$ cat config.mk
export PLATFORM = sky130hd
export DESIGN_NAME = dbg_irq_hub
export DESIGN_NICKNAME = d
export VERILOG_FILES = /design/src/rtl/dbg_irq_pkg.sv /design/src/rtl/irq_src_sync.sv /design/src/rtl/irq_status_bank.sv /design/src/rtl/irq_regs.sv /design/src/rtl/dbg_irq_hub.sv
export SDC_FILE = /design/constraint.sdc
export NUM_CORES = 1
export LEC_CHECK = 0
export ABC_AREA = 1
export BUFFER_PORTS_ARGS = -buffer_cell sky130_fd_sc_hd__buf_4
export CAP_MARGIN = 20
export CORE_MARGIN = 3
export CORE_UTILIZATION = 51
export CTS_CLUSTER_DIAMETER = 30
export CTS_CLUSTER_SIZE = 10
export DETAILED_ROUTE_END_ITERATION = 16
export PLACE_DENSITY = 0.73
export SYNTH_ARGS = -nofsm -noshare
export SYNTH_HDL_FRONTEND = slang
export SYNTH_SLANG_ARGS = --single-unit
$ cat constraint.sdc
create_clock -name clk -period 1.3 [get_ports clk]
set_clock_uncertainty 0.2 [all_clocks]
set_input_delay 0.325 -clock clk [delete_from_list [all_inputs] [get_ports clk]]
set_output_delay 0.325 -clock clk [all_outputs]
set_load 0.03 [all_outputs]
$ cat src/rtl/dbg_irq_pkg.sv
package dbg_irq_pkg;
  localparam int WORD_W = 16;
  localparam int OFF_SIG0 = 0;
  localparam int OFF_SIG1 = 1;
  localparam int OFF_SIG2 = 2;
  localparam int OFF_VER  = 3;
  localparam int OFF_STAT = 4;
  localparam int OFF_MASK = 5;
  localparam int OFF_CLR  = 6;
  localparam logic [WORD_W-1:0] SIG_WORD0 = 16'hAAAA;
  localparam logic [WORD_W-1:0] SIG_WORD1 = 16'h5555;
  localparam logic [WORD_W-1:0] SIG_WORD2 = 16'hCAFE;
endpackage

$ cat src/rtl/irq_src_sync.sv
module irq_src_sync #(
  parameter int NUM_SRC = 16,
  parameter int STAGES  = 2
) (
  input  logic               clk,
  input  logic               rst,
  input  logic [NUM_SRC-1:0] src_in,
  output logic [NUM_SRC-1:0] rise
);
  // Each lane: STAGES synchroniser flops followed by one history flop.
  localparam int CHAIN = STAGES + 1;

  for (genvar g = 0; g < NUM_SRC; g++) begin : g_lane
    logic [CHAIN-1:0] chain_q;
    always_ff @(posedge clk) begin
      if (rst) chain_q <= '0;
      else     chain_q <= {chain_q[CHAIN-2:0], src_in[g]};
    end
    assign rise[g] = chain_q[STAGES-1] & ~chain_q[STAGES];
  end
endmodule

$ cat src/rtl/irq_status_bank.sv
module irq_status_bank #(
  parameter int NUM_SRC = 16
) (
  input  logic               clk,
  input  logic               rst,
  input  logic [NUM_SRC-1:0] rise,
  input  logic [NUM_SRC-1:0] clr,
  output logic [NUM_SRC-1:0] status_q
);
  for (genvar g = 0; g < NUM_SRC; g++) begin : g_bit
    always_ff @(posedge clk) begin
      if (rst)         status_q[g] <= 1'b0;
      else if (clr[g]) status_q[g] <= 1'b0;
      else if (rise[g]) status_q[g] <= 1'b1;
    end
  end
endmodule

$ cat src/rtl/irq_regs.sv
module irq_regs
  import dbg_irq_pkg::*;
#(
  parameter int               NUM_SRC = 16,
  parameter int               AW      = 3,
  parameter logic [WORD_W-1:0] VERSION = 16'h0107
) (
  input  logic               clk,
  input  logic               rst,
  input  logic [AW-1:0]      bus_addr,
  input  logic               bus_rd,
  input  logic               bus_wr,
  input  logic [WORD_W-1:0]  bus_wdata,
  input  logic [NUM_SRC-1:0] status,
  output logic [NUM_SRC-1:0] mask_q,
  output logic [NUM_SRC-1:0] clr_q,
  output logic [WORD_W-1:0]  bus_rdata
);
  logic hit_mask, hit_clr;
  logic [WORD_W-1:0] rd_val;

  assign hit_mask = (bus_addr == AW'(OFF_MASK));
  assign hit_clr  = (bus_addr == AW'(OFF_CLR));

  always_ff @(posedge clk) begin
    if (rst) begin
      mask_q <= '1;
      clr_q  <= '0;
    end else if (bus_wr) begin
      if (hit_mask) mask_q <= bus_wdata[NUM_SRC-1:0];
      if (hit_clr)  clr_q  <= bus_wdata[NUM_SRC-1:0];
    end
  end

  always_comb begin
    rd_val = '0;
    case (bus_addr)
      AW'(OFF_SIG0): rd_val = SIG_WORD0;
      AW'(OFF_SIG1): rd_val = SIG_WORD1;
      AW'(OFF_SIG2): rd_val = SIG_WORD2;
      AW'(OFF_VER):  rd_val = VERSION;
      AW'(OFF_STAT): rd_val[NUM_SRC-1:0] = status;
      AW'(OFF_MASK): rd_val[NUM_SRC-1:0] = mask_q;
      AW'(OFF_CLR):  rd_val[NUM_SRC-1:0] = clr_q;
      default:       rd_val = '0;
    endcase
  end

  always_ff @(posedge clk) begin
    if (rst)         bus_rdata <= '0;
    else if (bus_rd) bus_rdata <= rd_val;
    else             bus_rdata <= '0;
  end
endmodule

$ cat src/rtl/dbg_irq_hub.sv
module dbg_irq_hub
  import dbg_irq_pkg::*;
#(
  parameter int               NUM_SRC     = 16,
  parameter int               AW          = 3,
  parameter int               SYNC_STAGES = 2,
  parameter logic [WORD_W-1:0] VERSION    = 16'h0107
) (
  input  logic               clk,
  input  logic               rst,
  input  logic [AW-1:0]      bus_addr,
  input  logic               bus_rd,
  input  logic               bus_wr,
  input  logic [WORD_W-1:0]  bus_wdata,
  output logic [WORD_W-1:0]  bus_rdata,
  input  logic [NUM_SRC-1:0] src_in,
  output logic               irq_n
);
  logic [NUM_SRC-1:0] rise_w, status_w, mask_w, clr_w;

  irq_src_sync #(.NUM_SRC(NUM_SRC), .STAGES(SYNC_STAGES)) u_sync (
    .clk(clk), .rst(rst), .src_in(src_in), .rise(rise_w)
  );

  irq_status_bank #(.NUM_SRC(NUM_SRC)) u_stat (
    .clk(clk), .rst(rst), .rise(rise_w), .clr(clr_w), .status_q(status_w)
  );

  irq_regs #(.NUM_SRC(NUM_SRC), .AW(AW), .VERSION(VERSION)) u_regs (
    .clk(clk), .rst(rst), .bus_addr(bus_addr), .bus_rd(bus_rd),
    .bus_wr(bus_wr), .bus_wdata(bus_wdata), .status(status_w),
    .mask_q(mask_w), .clr_q(clr_w), .bus_rdata(bus_rdata)
  );

  always_ff @(posedge clk) begin
    if (rst) irq_n <= 1'b1;
    else     irq_n <= ~|(status_w & ~mask_w);
  end
endmodule

# Word level (Yosys, flattened, before mapping)
# Cells that the tools add are included.
# W data, S select, Z words.
# classes
addsub	0
multipliers	0
div	0
magnitude_cmp	0
eq_ne	6
shifts	0
mux	1
bitwise_logic	35
n_reduce_logical	22
# op_table
op	count
$pmux W16 S7	1
$reduce_or A2 Y1	17
$not A1 Y1	17
$and A1 B1 Y1	16
$and A16 B16 Y16	1
$not A16 Y16	1
$reduce_or A16 Y1	1
$eq A3 B3 Y1 const B	3
$eq A3 B2 Y1 const B	2
$reduce_and A2 Y1	2
$eq A3 B1 Y1 const B	1
$logic_not A3 Y1	1
$logic_not A1 Y1	1
# word_totals
ff_bits	113
latchBits	0
ramBits	0
rom_bits	0
in_bits	39
out_inout_bits	17
word_cells	100
memories	0

# Longest topological paths before layout
# Gate-level depths: netlist of run 1.
# logic_depth
depth_word	4
ltp_mapped	8
ltp_nobuf	8

# Hierarchy
# Synthesis of run 1 repeated with hierarchy kept, for this count alone.
# hier_totals
cells_unflattened	593
hier_area_um2	4335.4
# by_module_without_submodules
mod	n_inst	cells_each	area_per_inst_um2	seq_area_each_um2
irq_regs	1	299	2133.3	960.9
irq_src_sync	1	165	1425.1	960.9
irq_status_bank	1	82	580.6	320.3
dbg_irq_hub	1	47	196.4	20.0

# Least setup slack after synthesis of run 1
# No wires, ideal clock.
# synth_timing
kind	input to register
start	input port bus_addr[0]
end	register u_regs.clr_q[10]
setup_ns	0.116
t_arrival_ns	1.002
required_ns	0.984
setup_slack_ns	-0.018
path_stages	7
n_path_buf	1
cell_sequence	inv_2 nand3_2 nor2_4 inv_4 buf_6 nor2_1 nor2_1
# synth_via
elab_chain_cells	2
# synth_rtl
element	line_no	source
start: declaration	dbg_irq_hub.sv:11	input logic [AW-1:0] bus_addr,
$eq A3 B3 Y1	irq_regs.sv:23	assign hit_clr = (bus_addr == AW'(OFF_CLR));
$reduce_and A2 Y1 (no source line)	--	
end signal: assignment	irq_regs.sv:31	if (hit_clr) clr_q <= bus_wdata[NUM_SRC-1:0];
end: declaration	irq_regs.sv:16	output logic [NUM_SRC-1:0] clr_q,
# Every way passes these cells.
# A chain may end at the register's enable or synchronous reset.

# Worst setup path after layout of run 1
# layout_timing
start	register u_regs.bus_rdata[11]
end	output port bus_rdata[11]
# layout_rtl
element	line_no	source
start: declaration	irq_regs.sv:17	output logic [WORD_W-1:0] bus_rdata
start signal: assignment	irq_regs.sv:51	else if (bus_rd) bus_rdata <= rd_val;
end: declaration	dbg_irq_hub.sv:15	output logic [WORD_W-1:0] bus_rdata,
# No word-level cell between the ends.

==> results of run 1 <==
## final timing paths
| check | start | end | cells past startpoint | slack, ps |
|---|---|---|---|---|
| min | bus_wr | u_regs.mask_q[7] | 4 | 20 |
| min reg2reg | u_sync.g_lane[1].chain_q[0] | u_sync.g_lane[1].chain_q[1] | 2 | 200 |
| max reg2reg | u_regs.mask_q[15] | irq_n | 6 | 130 |
| max | u_regs.bus_rdata[11] | bus_rdata[11] | 1 | -190 |
## per-layer routing
layer / part of all wire (%) / global-route usage [%]
met3: 6.3 / 6.31
met4: 3.2 / 13.9
met5: 0 / 0
met2: 47 / 40.4
met1: 43 / 27.9
## area by class of cell
class                           count  area (µm²)  area share (%)
Sequential cell                   113        2280            38.9
Multi-Input combinational cell    339        1400            23.8
Timing Repair Buffer              110        1030            17.6
Clock buffer                       23         467            7.95
Inverter                           82         315            5.37
Clock inverter                      9         249            4.24
Tap cell                           99         124            2.11
## power by group
part | total, W | switching [W] | leakage (nW) | internal (W)
registers | 0.00370 | 0.0000786 | 0.932 | 0.00362
logic | 0.000709 | 0.000370 | 1.71 | 0.000339
clock network | 0.00556 | 0.00151 | 0.347 | 0.00404
total | 0.00996 | 0.00196 | 2.99 | 0.00800
## logic make-up (layout without fill, tap and decap cells)
kind of cell           Yosys count  after routing  synth area share [%]
and+or+nand+nor                315            315                  31.3
DFF                            113            113                  55.6
buffers and inverters          100            224                  10.2
AOI/OAI and AO/OA               24             24                  2.95
## cell usage in the layout (no fill, tap or decap), types with 5 or more instances in the layout
cell type,n
nand3_1,26
clkbuf_16,16
dfxtp_1,96
buf_4,56
dfxtp_2,17
inv_1,76
nor3_1,13
buf_6,17
o21ai_0,24
bufinv_16,8
nand2_1,127
nor2_1,142
buf_12,5
dlygate4sd3_1,32
## repair_timing
item                                    in CTS  in global routing
hold endpoints to repair                    48                  0
hold buffers                                32                  0
gates resized for setup                     34                  0
gates cloned                                 0                  0
endpoints found under the setup margin      17                 17
## stage by stage
step	setup TNS, ps	hold WS (ps)	cell area [µm²]	utilization, %
floorplan	0	188	4080	-
global placement	-4590	189	4750	63.4
detailed placement	-5490	192	4750	63.4
CTS	-3450	7.37	5870	78.4
global route	-3650	22.8	5870	78.4
finish	-3080	24.9	5870	78.4
## state kept, by name (all words and copies together) (netlist names)
| signal | cells |
|---|---|
| irq_n | 1 |
| u_regs.bus_rdata | 16 |
| u_stat.status_q | 16 |
| u_regs.mask_q | 16 |
| u_regs.clr_q | 16 |
| u_sync.g_lane.chain_q | 48 |
==> results.sh, run 1 <==
export IMPL_status="finished with violations"
export IMPL_failed_checks="negative setup slack"
export IMPL_synth_top_cell_area_share_pct=55.6
export IMPL_yosysMostFrequentCell="nor2_1"
export IMPL_gp_congestion=0.903
export IMPL_synth_cell_types=18
export IMPL_setup_viol_count_final=17
export IMPL_routedWlPerCell_um=12.7
export IMPL_die_area_mm2=0.00909
export IMPL_worstSkewPairLatency_ps=510
export IMPL_ys_ff_latch=113
export IMPL_rsz0062_at_grt="true"
export IMPL_drv_slew=0
export IMPL_boundaryPins=56
export IMPL_clkSlewWorstSetupHoldPaths_ps=50
export IMPL_worst_pin_slew_ps=309
export IMPL_die_h_um=95.4
export IMPL_initial_core_util_pct=54.4
export IMPL_dr_pass1_iters=5
export IMPL_ant_nets=0
export IMPL_post_route_period_util_pct=115
export IMPL_cp_cell_sequence="buf_6"
export IMPL_finalNetCount=702
export IMPL_p_leak_nw=2.99
export IMPL_instances_no_fill=775
export IMPL_layout_min_cycle_time_ps=1490
export IMPL_area_growth_pct=44.2
export IMPL_power_density_mw_per_mm2=1700
export IMPL_drv_cap=0
export IMPL_synth_edff_count=0
export IMPL_grt_overflow=0
export IMPL_avgSynthCellArea_um2=7.38
export IMPL_critPathLaunchType="register"
export IMPL_syn_cell_area_mm2=0.00407
export IMPL_p_total_w=0.00996
export IMPL_grt_first_pass_wirelength_mm=16.6
export IMPL_dp_hpwl_mm=6.13
export IMPL_dp_cells=711
export IMPL_dpl_worst_slack_ps=-159
export IMPL_cts_sinks=113
export IMPL_numCtsBuffers=17
export IMPL_cp_data_required_time_ps=770
export IMPL_yosys_top_cells_count="nor2_1, nand2_1, dfxtp_1, inv_1, nand3_1"
export IMPL_max_stage_delay_ps=330
export IMPL_grt_start_max_net_pins=50
export IMPL_via_per_inst=4.73
export IMPL_yosysSeqAreaShare_pct=55.6
export IMPL_synth_area_top_cells="dfxtp_1, nor2_1, nand2_1"
export IMPL_cts_root_buf="clkbuf_8"
export IMPL_hold_path_class="input port to register"
export IMPL_die_w_um=95.4
export IMPL_path_buf_inv=1
export IMPL_clockBufferDepth=2
export IMPL_grtUsageTotal_pct=24.2
export IMPL_coreArea_mm2=0.00749
export IMPL_drc=0
export IMPL_fmax_ghz=0.669
export IMPL_synthFlopType="dfxtp_1"
export IMPL_grt_pass1_vias=3651
export IMPL_irDropWorstVdd_mv=1.01
export IMPL_fillers=500
export IMPL_ys_warn_count=0
export IMPL_grt_antenna_before_repair=0
export IMPL_slew_headroom_pct=79.4
export IMPL_cp_slowest_cell="dfxtp_2"
export IMPL_endpoint_kind="output pin"
export IMPL_cp_max_fo=1
export IMPL_drt_iter0_markers=206
export IMPL_vias=3666
export IMPL_rows=31
export IMPL_path_class="register to output pin"
export IMPL_hold_viol_final=0
export IMPL_post_cts_repair_setup_buffers=0
export IMPL_numPortBuffers=55
export IMPL_routed_wl_mm=9.88
export IMPL_crit_arrival_ps=970
export IMPL_setup_ws_ps=-195
export IMPL_htreeDepth=4
export IMPL_cts_tree="built"
export IMPL_drive_above_1_share_pct=20.3
export IMPL_syn_num_nets=591
export IMPL_synth_async_reset_ratio_pct=0
export IMPL_synth_top_area_cell="dfxtp_1"
export IMPL_synthCells=552
export IMPL_diodes=0
export IMPL_critPathTopFamily="flip-flops"
Power figures use the tool's default switching activity.
==> inputs of run 2 (changes only) <==
--- a/config.mk
+++ b/config.mk
@@ -14,6 +14,7 @@
 export CTS_CLUSTER_SIZE = 10
 export DETAILED_ROUTE_END_ITERATION = 16
 export PLACE_DENSITY = 0.73
+export SETUP_SLACK_MARGIN = 0.05
 export SYNTH_ARGS = -nofsm -noshare
 export SYNTH_HDL_FRONTEND = slang
 export SYNTH_SLANG_ARGS = --single-unit
==> run 2 against run 1 <==
The run still ends with negative setup slack left. Wire length shrank 1.5%. Largest power group unchanged. Largest cell class unchanged. Highest routed layer unchanged. Worst setup slack lost 16 ps. Critical path depth is the same.
==> results.sh, run 2 (same netlist as run 1, synthesis figures left out) <==
export IMPL_status="finished with violations"
export IMPL_failed_checks="negative setup slack"
export IMPL_highest_layer="met4"
export IMPL_initial_core_util_pct=54.4
export IMPL_setup_tns_ps=-3200
export IMPL_power_density_mw_per_mm2=1490
export IMPL_dr_wl_met3_um=766
export IMPL_via_per_inst=4.77
export IMPL_routed_wl_mm=9.73
export IMPL_post_dp_cell_area_mm2=0.00475
export IMPL_numCtsBuffers=17
export IMPL_hold_path_class="input port to register"
export IMPL_fin_area_mm2=0.00569
export IMPL_drt_met1_wl_mm=4.09
export IMPL_cp_cell_sequence="buf_6"
export IMPL_post_route_period_util_pct=116
export IMPL_clockBufferDepth=2
export IMPL_coreArea_mm2=0.00749
export IMPL_grt_start_max_net_pins=45
export IMPL_grt_antenna_before_repair=0
export IMPL_fmax_ghz=0.662
export IMPL_post_cts_repair_setup_buffers=0
export IMPL_cp_slowest_cell="dfxtp_2"
export IMPL_irDropWorstVdd_mv=1.17
export IMPL_critPathTopFamily="flip-flops"
export IMPL_drt_iter0_markers=189
export IMPL_finalNetCount=702
export IMPL_setup_viol_count_final=17
export IMPL_worstSkewPairLatency_ps=510
export IMPL_die_area_mm2=0.00909
export IMPL_clkSlewWorstSetupHoldPaths_ps=50
export IMPL_grt_first_pass_wirelength_mm=15.9
export IMPL_numPortBuffers=55
export IMPL_path_buf_inv=1
export IMPL_final_common_cell="nor2_1"
export IMPL_rows=31
export IMPL_slew_headroom_pct=77.6
export IMPL_dp_cells=711
export IMPL_cts_sinks=113
export IMPL_path_class="register to output pin"
export IMPL_fillers=509
export IMPL_diodes=0
export IMPL_instances_no_fill=774
export IMPL_endpoint_kind="output pin"
export IMPL_routedWlPerCell_um=12.6
export IMPL_p_total_w=0.00850
export IMPL_die_w_um=95.4
export IMPL_grt_pass1_vias=3509
export IMPL_layout_min_cycle_time_ps=1510
export IMPL_die_h_um=95.4
export IMPL_cp_max_fo=1
export IMPL_crit_arrival_ps=990
export IMPL_cp_data_required_time_ps=770
export IMPL_ant_nets=0
export IMPL_htreeDepth=4
export IMPL_worst_pin_slew_ps=335
export IMPL_cts_root_buf="clkbuf_8"
export IMPL_met2WireLength_mm=4.59
export IMPL_vias=3689
export IMPL_drive_above_1_share_pct=20.4
export IMPL_area_growth_pct=39.7
export IMPL_p_leak_nw=2.90
export IMPL_dr_pass1_iters=5
export IMPL_boundaryPins=56
export IMPL_grtUsageTotal_pct=23.4
export IMPL_max_stage_delay_ps=350
export IMPL_largest_register_ffs=48
export IMPL_hold_viol_final=0
export IMPL_dp_hpwl_mm=6.36
export IMPL_drv_cap=0
export IMPL_gp_congestion=0.875
export IMPL_max_flop_register="u_sync.g_lane.chain_q"
export IMPL_drv_slew=0
export IMPL_setup_ws_ps=-211
export IMPL_cts_tree="built"
export IMPL_drc=0
export IMPL_critPathLaunchType="register"
export IMPL_layout_common_cells="nor2_1, nand2_1, dfxtp_1"
export IMPL_rsz0062_at_grt="true"
export IMPL_grt_overflow=0
run 2: cell types whose count changed in the layout (fill, tap and decap cells not counted), sizes merged:
cell      change
clkinv        +5
bufinv        -7
clkinvlp      +4
clkbuf        -3
run 2: final timing paths:
| kind | startpoint | end | slack [ps] | cells after the start |
|---|---|---|---|---|
| setup reg to reg | u_stat.status_q[9] | irq_n | 160 | 5 |
| setup / recovery | u_regs.bus_rdata[11] | bus_rdata[11] | -210 | 1 |
| hold / removal | bus_rd | u_regs.bus_rdata[13] | 20 | 5 |
| hold reg to reg | u_sync.g_lane[5].chain_q[0] | u_sync.g_lane[5].chain_q[1] | 200 | 2 |
run 2: metrics by stage:
| stage | hold WS [ps] | util (%) | setup slack [ps] |
|---|---|---|---|
| 2_1_floorplan | 188 | - | 22.6 |
| 3_3_place_gp | 188 | 63.4 | -165 |
| 3_5_place_dp | 194 | 63.4 | -170 |
| 4_1_cts | 0.447 | 76.0 | -221 |
| 5_1_grt | 39.5 | 76.0 | -232 |
| 6_report | 15.6 | 76.0 | -211 |
run 2: timing repair:
action                                  CTS  global route
hold buffers                             32             0
endpoints found under the setup margin   17            17
endpoints found under the hold margin    48             0
gates resized for setup                  34             0
run 2: routing by layer:
layer	vias up	track usage, %
met5	-	0
met4	0	14.3
met3	32	5.52
met2	151	38.5
met1	1639	27.6
li1	1867	-
run 2: layout make-up:
type / count / area (µm²) / area share [%]
Inverter: 82 / 334 / 5.87
Tap cell: 99 / 124 / 2.18
Clock inverter: 11 / 90.1 / 1.58
Timing Repair Buffer: 110 / 1010 / 17.7
Multi-Input combinational cell: 339 / 1410 / 24.7
Sequential cell: 113 / 2280 / 40.1
Clock buffer: 20 / 445 / 7.83
run 2: power by group:
group | switching, W | internal [W] | leakage, nW | total (W)
logic | 0.000372 | 0.000336 | 1.71 | 0.000708
clock network | 0.00151 | 0.00259 | 0.258 | 0.00410
registers | 0.0000797 | 0.00362 | 0.932 | 0.00370
total | 0.00196 | 0.00654 | 2.90 | 0.00850
